`src/rtl/mdio_mgmt_pkg.sv`:
```
// Shared field positions and codes of the management command word.
// Assumes the host formats the whole frame word, including the start code.
package mdio_mgmt_pkg;
    localparam int WORD_W   = 32;           // bits in one management frame
    localparam int PRE_LEN  = 32;           // preamble periods before the frame
    localparam int DATA_W   = 16;           // data field width
    localparam int OP_HI    = 29;           // operation field, upper bit
    localparam int OP_LO    = 28;           // operation field, lower bit
    localparam int TA_HI    = 17;           // first turnaround bit
    localparam logic [1:0] OP_READ = 2'b10; // read operation code
endpackage

```
`src/rtl/mdio_clk_div.sv`:
```
// Management clock generator: divides clk by DIV while run is high.
// Gives a strobe on the cycle MDC rises and on the last cycle of each period.
// Assumes DIV is even and at least 2; the counter restarts whenever run drops.
module mdio_clk_div #(
    parameter int DIV = 32
) (
    input  logic clk,
    input  logic rst_n,
    input  logic run,
    output logic mdc,
    output logic rise_stb,
    output logic end_stb
);
    localparam int HALF = DIV / 2;
    localparam int CW   = (DIV > 2) ? $clog2(DIV) : 1;

    logic [CW-1:0] cnt;

    // period counter, held at zero while stopped
    always_ff @(posedge clk) begin
        if (!rst_n || !run)
            cnt <= '0;
        else if (cnt == CW'(DIV - 1))
            cnt <= '0;
        else
            cnt <= cnt + 1'b1;
    end

    assign rise_stb = run && (cnt == CW'(HALF - 1));
    assign end_stb  = run && (cnt == CW'(DIV - 1));

    // clock output: high for the second half of each period
    always_ff @(posedge clk) begin
        if (!rst_n || !run)
            mdc <= 1'b0;
        else if (rise_stb)
            mdc <= 1'b1;
        else if (end_stb)
            mdc <= 1'b0;
    end

    assert_rise_R10: assert property (@(posedge clk) disable iff (!rst_n)
        rise_stb |=> mdc);
    assert_fall_R10: assert property (@(posedge clk) disable iff (!rst_n)
        end_stb |=> !mdc);
endmodule

```
`src/rtl/mdio_frame_seq.sv`:
```
// Frame sequencer: walks preamble then frame bits, one per MDC period.
// Drives or releases the data line and collects read data on rising MDC.
// Assumes start is raised only while busy is low.
module mdio_frame_seq
    import mdio_mgmt_pkg::*;
(
    input  logic              clk,
    input  logic              rst_n,
    input  logic              start,
    input  logic [WORD_W-1:0] cmd_word,
    input  logic              rise_stb,
    input  logic              end_stb,
    input  logic              mdio_i,
    output logic              busy,
    output logic              done,
    output logic              mdio_o,
    output logic              mdio_oe,
    output logic [DATA_W-1:0] rd_data
);
    localparam int TOTAL   = PRE_LEN + WORD_W;
    localparam int IW      = $clog2(TOTAL);
    localparam int FW      = $clog2(WORD_W);
    localparam int REL_IDX = PRE_LEN + (WORD_W - 1 - TA_HI);
    localparam int CAP_IDX = TOTAL - DATA_W;

    logic [IW-1:0]     bit_idx;
    logic [WORD_W-1:0] shadow;
    logic              is_rd;
    logic [FW-1:0]     fpos;

    assign done = busy && end_stb && (bit_idx == IW'(TOTAL - 1));

    // sequencing state: load on start, advance at each period end
    always_ff @(posedge clk) begin
        if (!rst_n) begin
            busy    <= 1'b0;
            bit_idx <= '0;
            shadow  <= '0;
            is_rd   <= 1'b0;
        end else if (start) begin
            busy    <= 1'b1;
            bit_idx <= '0;
            shadow  <= cmd_word;
            is_rd   <= (cmd_word[OP_HI:OP_LO] == OP_READ);
        end else if (done) begin
            busy    <= 1'b0;
        end else if (busy && end_stb) begin
            bit_idx <= bit_idx + 1'b1;
        end
    end

    // read capture: shift in PHY data on rising MDC, MSB first
    always_ff @(posedge clk) begin
        if (!rst_n)
            rd_data <= '0;
        else if (busy && rise_stb && (bit_idx >= IW'(CAP_IDX)))
            rd_data <= {rd_data[DATA_W-2:0], mdio_i};
    end

    // output data: ones in preamble, then command bits MSB first
    always_comb begin
        fpos = FW'(WORD_W - 1) - FW'(bit_idx - IW'(PRE_LEN));
        if (!busy || bit_idx < IW'(PRE_LEN))
            mdio_o = 1'b1;
        else
            mdio_o = shadow[fpos];
    end

    assign mdio_oe = busy && !(is_rd && bit_idx >= IW'(REL_IDX));

    assert_preamble_R4: assert property (@(posedge clk) disable iff (!rst_n)
        (busy && bit_idx < IW'(PRE_LEN)) |-> (mdio_o && mdio_oe));
    assert_release_R6: assert property (@(posedge clk) disable iff (!rst_n)
        (busy && is_rd && bit_idx >= IW'(CAP_IDX)) |-> !mdio_oe);
    assert_idle_quiet_R1: assert property (@(posedge clk) disable iff (!rst_n)
        !busy |-> !mdio_oe);
endmodule

```
`src/rtl/mdio_mgmt_ctrl.sv`:
```
// Top of the management controller: holds the command register, accepts
// writes only when enabled and idle, and merges read data on completion.
// Assumes cmd_wr is a one-cycle strobe from the host.
module mdio_mgmt_ctrl
    import mdio_mgmt_pkg::*;
#(
    parameter int DIV = 32
) (
    input  logic              clk,
    input  logic              rst_n,
    input  logic              mgmt_en,
    input  logic              cmd_wr,
    input  logic [WORD_W-1:0] cmd_wdata,
    output logic [WORD_W-1:0] cmd_rdata,
    output logic              idle,
    output logic              mdc,
    output logic              mdio_o,
    output logic              mdio_oe,
    input  logic              mdio_i
);
    logic [WORD_W-1:0] cmd_reg;
    logic              busy, done, accept, rise_stb, end_stb;
    logic [DATA_W-1:0] rd_data;

    assign accept = cmd_wr && mgmt_en && !busy;

    mdio_clk_div #(.DIV(DIV)) u_div (
        .clk(clk), .rst_n(rst_n), .run(busy),
        .mdc(mdc), .rise_stb(rise_stb), .end_stb(end_stb)
    );

    mdio_frame_seq u_seq (
        .clk(clk), .rst_n(rst_n), .start(accept), .cmd_word(cmd_wdata),
        .rise_stb(rise_stb), .end_stb(end_stb), .mdio_i(mdio_i),
        .busy(busy), .done(done), .mdio_o(mdio_o), .mdio_oe(mdio_oe),
        .rd_data(rd_data)
    );

    // command register: host load, read-data merge at end of a read frame
    always_ff @(posedge clk) begin
        if (!rst_n)
            cmd_reg <= '0;
        else if (accept)
            cmd_reg <= cmd_wdata;
        else if (done && cmd_reg[OP_HI:OP_LO] == OP_READ)
            cmd_reg[DATA_W-1:0] <= rd_data;
    end

    assign cmd_rdata = cmd_reg;
    assign idle      = !busy;

    assert_busy_drop_R9: assert property (@(posedge clk) disable iff (!rst_n)
        (busy && !done && cmd_wr) |=> $stable(cmd_reg));
    assert_disabled_R2: assert property (@(posedge clk) disable iff (!rst_n)
        (idle && cmd_wr && !mgmt_en) |=> (idle && $stable(cmd_reg)));
    assert_idle_mdc_R10: assert property (@(posedge clk) disable iff (!rst_n)
        idle |-> !mdc);
    assert_upper_kept_R7: assert property (@(posedge clk) disable iff (!rst_n)
        done |=> $stable(cmd_reg[WORD_W-1:DATA_W]));
endmodule

```
`config.mk`:
```
export PLATFORM = sky130hd
export DESIGN_NAME = mdio_mgmt_ctrl
export DESIGN_NICKNAME = d
export VERILOG_FILES = /design/src/rtl/mdio_mgmt_pkg.sv /design/src/rtl/mdio_clk_div.sv /design/src/rtl/mdio_frame_seq.sv /design/src/rtl/mdio_mgmt_ctrl.sv
export SDC_FILE = /design/constraint.sdc
export NUM_CORES = 1
export LEC_CHECK = 0
export CAP_MARGIN = 20
export CORE_MARGIN = 1
export CORE_UTILIZATION = 59
export CTS_BUF_LIST = sky130_fd_sc_hd__clkbuf_4 sky130_fd_sc_hd__clkbuf_8
export DETAILED_ROUTE_END_ITERATION = 8
export MAX_ROUTING_LAYER = met4
export PLACE_DENSITY = 0.95
export SKIP_CTS_REPAIR_TIMING = 1
export SYNTH_ARGS = -nofsm -noshare
export SYNTH_HDL_FRONTEND = slang
export SYNTH_HIERARCHICAL = 1
export SYNTH_SLANG_ARGS = --single-unit
```
`constraint.sdc`:
```
create_clock -name clk -period 3.2 [get_ports clk]
set_input_delay 0.32 -clock clk [delete_from_list [all_inputs] [get_ports clk]]
set_output_delay 0.32 -clock clk [all_outputs]
set_load 0.005 [all_outputs]
```
==> flow_metrics.py, run 1 <==
metrics = {
    "run_status": {
        "status": "completed",
    },
    "sta": {
        "fin_tns_setup_ns": 0,
        "slew_viol_final": 0,
        "hold_viol": 0,
        "max_freq_mhz": 326,
        "slew_headroom": 0.438,
        "skew_ns": 0.0128,
        "setup_slack_ns": 0.133,
        "post-route-min-period_ns": 3.07,
        "finalCritPeriodShare": 0.958,
        "rsz0062_at_grt": "no",
        "setup_viol_count_final": 0,
        "worst_pin_slew_ns": 0.842,
    },
    "placement": {
        "portBuffers": 72,
        "place_area_mm2": 0.00490,
        "gp_congestion": 0.871,
        "dpl.cell_count": 583,
        "hpwl_um": 6530,
        "dp_slack_ns": 0.452,
    },
    "logic_synthesis": {
        "yosys-top-cells-area": "dfxtp_1 (45%), mux2i_1 (8.4%), nand2_1 (7.6%)",
        "yosysMostFrequentCell": "dfxtp_1",
        "synth_nets": 476,
        "synthArstFlopShare": 0,
        "yosysSeqAreaShare": 0.453,
        "ys_types": 48,
        "ys_seq_elements": 94,
        "ys.flop_type": "dfxtp_1",
        "yosysWarnings": 6,
        "syn_avg_cell_area_um2": 9.56,
        "netlist.area_leader.share": 0.453,
        "syn_area_mm2": 0.00416,
        "netlist_instances": 435,
        "yosysTopAreaCell": "dfxtp_1",
        "synth_edf_count": 0,
        "synth_common_cells": "dfxtp_1 (94), nand2_1 (84), nor2b_1 (37)",
    },
    "clock_network": {
        "cts_root_buffer": "clkbuf_8",
        "clk_pin_slew_ns": 0.09,
        "insertion_delay_ns": 0.37,
        "cts_tree": "built",
        "clock_sinks": 94,
        "cts_max_path_buffers": 2,
        "htree_levels": 3,
        "cts_buffers": 9,
    },
    "worst_hold_path": {
        "hold_class": "reg -> reg",
    },
    "setup_path": {
        "cp-start-kind": "register",
        "path_max_fanout": 13,
        "criticalPathCategory": "reg -> out",
        "critPathRequiredTime_ns": 2.88,
        "cp-end-kind": "primary output",
        "worstPathArrival_ns": 2.75,
    },
    "final_layout": {
        "stdcell_count": 599,
        "syn2layout_area_growth_pct": 22.6,
        "finalInstanceArea_mm2": 0.00510,
        "final_util": 0.750,
        "diodes": 0,
        "nNetsFinal": 539,
        "layout-drive-gt1-share": 0.115,
    },
    "detailed_routing": {
        "ant_nets": 0,
        "drc": 0,
        "wl_per_cell_um": 16.2,
        "vias": 3370,
        "drt-initial-drc-count": 260,
        "routed_wirelength_um": 9720,
        "drtPass1Iterations": 4,
        "vias_per_cell": 5.63,
    },
    "floorplanning": {
        "rows": 30,
        "top_level_ports": 73,
        "die_h_um": 85.9,
        "initial_core_util": 0.612,
        "dieWidth_um": 85.9,
        "die-area_mm2": 0.00738,
        "coreArea_mm2": 0.00679,
    },
    "global_routing": {
        "grt_pass1_wl_um": 16000,
        "antenna_found_initial": 0,
        "grt_max_degree": 62,
        "overflow": 0,
        "grt_pass1_vias": 3353,
        "grt_use_total": 0.287,
    },
    "pwr": {
        "powerDensity_mw_per_mm2": 454,
        "p_leak_nw": 1.80,
        "peakVddDrop_mv": 0.353,
    },
    "flow_run": {
        "drv_cap": 0,
    },
}
==> worst max-delay path: stages, from the launching register on <==
cell and delay, ns:
dfxtp_1 0.63, mux4_1 0.25, nor2b_1 0.05, nor4_1 0.45
o22ai_1 0.18, a221oi_2 0.27, clkdlybuf4s50_1 0.55
==> final timing paths <==
path,cells past startpoint,slack (ns),to,start
setup reg to reg,10,0.87,cmd_rdata[4],u_div/cnt[0]
hold reg to reg,2,0.46,cmd_rdata[15],cmd_rdata[15]
setup / recovery,6,0.13,mdio_o,u_seq/bit_idx[2]
hold / removal,2,0.46,cmd_rdata[15],cmd_rdata[15]
==> layout by cell type (no fill, tap or decap), types with 3 or more instances in the layout <==
cell type        instances
clkdlybuf4s50_1         71
xnor2_1                  3
buf_4                    7
dfxtp_1                 93
mux4_1                   3
mux2i_1                 35
o21ai_0                 17
nor2_1                  13
clkbuf_8                 9
nand2_1                 84
nand3_1                  4
nand3b_1                 3
nor2b_1                 37
a21oi_2                 20
xor2_1                   3
a21boi_1                20
nand4_1                  3
ha_1                     4
inv_1                    7
a21boi_0                14
a21oi_1                 13
==> metal layers <==
metal  vias to the layer above  global-route usage  share of wire
li1                       1603                   -              -
met1                      1633               0.349           0.43
met2                       114               0.471           0.50
met3                        20              0.0481          0.049
met4                         0               0.124          0.021
met5                         -                   -              0
==> final cells by class <==
| class | instances | area [um2] |
|---|---|---|
| clock buffers | 9 | 124 |
| repair buffers | 80 | 788 |
| well taps | 96 | 120 |
| inverters | 8 | 30.0 |
| flip-flops and latches | 94 | 1880 |
| multi-input cells | 305 | 2080 |
| fillers | 461 | 1700 |
| clock inverters | 7 | 72.6 |
==> per-stage QoR <==
step,hold slack [ns],total power [mW]
after CTS,0.458,2.32
after floorplan,0.418,1.40
after detailed placement,0.446,1.54
final,0.456,2.31
after global routing,0.476,2.39
after global placement,0.427,1.53
==> registers in the layout, indices dropped and copies added, names as in the netlist <==
signal	cells
cmd_rdata	32
u_seq/shadow	32
u_seq/rd_data	16
u_seq/bit_idx	6
u_div/cnt	5
u_div/mdc	1
u_seq/busy	1
u_seq/is_rd	1
==> cell families after synthesis <==
| kind of cell | after synthesis | share of synthesized area |
|---|---|---|
| simple gates | 160 | 0.190 |
| flops | 94 | 0.453 |
| compound gates | 91 | 0.157 |
| mux | 44 | 0.128 |
| buf+inv | 36 | 0.0473 |
| xor+xnor | 6 | 0.0126 |
| fa+ha+maj | 4 | 0.0120 |
==> report_power, final <==
group | leakage [nW] | total [mW] | switching (mW) | internal, mW
clock | 0.0960 | 0.795 | 0.432 | 0.364
combinational | 0.942 | 0.273 | 0.119 | 0.154
sequential | 0.766 | 1.24 | 0.0298 | 1.21
Power figures use the tool's default switching activity.
==> inputs of run 2 (changes only) <==
- CORE_UTILIZATION: 59 -> 50
- PLACE_DENSITY: 0.95 -> 0.9
- clock period: 3.2 -> 2.8 ns (I/O delays scaled with it)
==> run 2 against run 1 <==
  * Sequential power increased by 15%
  * Total power is 11% higher
  * Non-clock buffer count unchanged
  * Clock skew is 0.0017 ns lower
  * Cell area grew 0.22%
  * Flip-flop and latch count stayed put
  * First-iteration DRC count is 36% lower
  * Via count shrank 1.8%
  * Routed wire length is 5.9% lower
  * Sequential share of layout area grew 0.065 points
  * Worst hold slack barely moved
  * Largest cell class unchanged
  * Highest routed layer unchanged
==> flow_metrics.py, run 2 (synthesis results as in run 1) <==
metrics = {
    "pwr": {
        "p_leak_nw": 1.80,
        "peakVddDrop_mv": 0.317,
        "powerDensity_mw_per_mm2": 501,
    },
    "run_status": {
        "status": "completed",
    },
    "clock_network": {
        "cts_root_buffer": "clkbuf_8",
        "htree_levels": 3,
        "cts_max_path_buffers": 2,
        "cts_buffers": 9,
        "cts_tree": "built",
        "insertion_delay_ns": 0.36,
        "clock_sinks": 94,
        "clk_pin_slew_ns": 0.09,
    },
    "detailed_routing": {
        "vias_per_cell": 5.47,
        "drt-initial-drc-count": 166,
        "vias": 3311,
        "wl_per_cell_um": 15.1,
        "routed_wirelength_um": 9140,
        "drtPass1Iterations": 4,
        "drc": 0,
        "ant_nets": 0,
    },
    "placement": {
        "place_area_mm2": 0.00490,
        "hpwl_um": 6260,
        "portBuffers": 72,
        "gp_congestion": 0.844,
        "dpl.cell_count": 588,
    },
    "setup_path": {
        "cp-end-kind": "primary output",
        "path_common_cell": "buf_4",
        "crit_path_max_incr_delay_ns": 0.59,
        "startpoint": "u_seq/bit_idx[0]",
        "worstPathArrival_ns": 2.21,
        "cp-start-kind": "register",
        "criticalPathCategory": "reg -> out",
        "cp_cell_sequence": "buf_4, a2111oi_1, nor4_1, buf_4, o22ai_1, a221oi_2, dlymetal6s2s_1",
        "crit_slowest_cell": "a2111oi_1",
        "critPathRequiredTime_ns": 2.52,
        "r2r-start": "u_div/cnt[0]",
        "path_max_fanout": 7,
    },
    "global_routing": {
        "antenna_found_initial": 0,
        "grt_pass1_wl_um": 14900,
        "overflow": 0,
        "grt_use_total": 0.225,
        "grt_pass1_vias": 3192,
        "grt_max_degree": 68,
    },
    "floorplanning": {
        "coreArea_mm2": 0.00789,
        "die-area_mm2": 0.00868,
        "rows": 32,
        "die_h_um": 93.2,
        "dieWidth_um": 93.2,
        "initial_core_util": 0.527,
        "top_level_ports": 73,
    },
    "sta": {
        "rsz0062_at_grt": "no",
        "hold-worst-slack_ns": 0.457,
        "slew_headroom": 0.499,
        "max_freq_mhz": 402,
        "finalCritPeriodShare": 0.888,
        "worst_pin_slew_ns": 0.752,
        "setup_viol_count_final": 0,
        "skew_ns": 0.0110,
        "hold_viol": 0,
        "post-route-min-period_ns": 2.49,
        "slew_viol_final": 0,
    },
    "final_layout": {
        "stdcell_count": 605,
        "diodes": 0,
        "final_cell_mix": "dfxtp_1 (91), nand2_1 (84), clkdlybuf4s50_1 (70), nor2b_1 (37), mux2i_1 (35)",
        "syn2layout_area_growth_pct": 22.9,
        "nNetsFinal": 539,
        "final_common_cell": "dfxtp_1",
        "layout-drive-gt1-share": 0.121,
        "finalInstanceArea_mm2": 0.00511,
    },
    "worst_hold_path": {
        "hold_start": "cmd_rdata[4]",
        "hold_class": "reg -> reg",
    },
    "flow_run": {
        "drv_cap": 0,
    },
}
## run 2: cell count changes in the layout (fill, tap and decap cells not counted), sizes merged
| cell | previous run | this run |
|---|---|---|
| clkdlybuf4s50 | 71 | 70 |
| clkinv | 2 | 1 |
| clkbuf | 9 | 10 |
| dlymetal6s2s | 0 | 1 |
| bufinv | 1 | 0 |
| clkinvlp | 2 | 3 |
## run 2: critical path, delay by kind of cell, from the launching register on
kind,cells,cell delay [ns]
AND/OR/NAND/NOR,1,0.12
AO/OA/AOI/OAI,3,0.85
flip-flops,1,0.38
buffers and inverters,3,0.51
## run 2: layer usage
metal  GRT usage  part of all wire  vias to the layer above
met1       0.259              0.43                     1582
met5           -                 0                        -
met3      0.0545             0.053                       18
li1            -                 -                     1608
met4      0.0859             0.024                        0
met2       0.379              0.50                      103
## run 2: metrics by stage
stage          worst slack (ns)  power [mW]  setup TNS (ns)   util
4_1_cts                  -0.198        2.58          -0.198  0.644
3_5_place_dp              0.255        1.75               0  0.621
5_1_grt                   0.295        2.67               0  0.648
3_3_place_gp              0.316        1.74               0  0.621
6_report                  0.314        2.56               0  0.648
2_1_floorplan             0.831        1.60               0      -
## run 2: area by class of cell
| cell class | count | area [um2] |
|---|---|---|
| fill | 612 | 2780 |
| multi-input combinational | 305 | 2090 |
| sequential | 94 | 1890 |
| timing repair buffer | 80 | 791 |
| clock buffer | 10 | 138 |
| tap | 102 | 128 |
| clock inverter | 6 | 45.0 |
| inverter | 8 | 30.0 |
## run 2: path summary, 6_finish.rpt
kind	slack, ns	endpoint	depth (start not counted)
hold reg to reg	0.46	cmd_rdata[4]	2
setup reg to reg	0.60	cmd_rdata[1]	10
hold / removal	0.46	cmd_rdata[4]	2
setup / recovery	0.31	mdio_o	7
## run 2: report_power, final
group	switching, mW	total (mW)	internal, mW
Combinational	0.129	0.304	0.174
Clock	0.487	0.839	0.352
Sequential	0.0307	1.42	1.39
==> inputs of run 3 (changes only) <==
- CTS_CLUSTER_DIAMETER: not set -> 60
==> results of run 3 <==
Same layout as run 2: the final DEF is identical, and so are final timing and power.
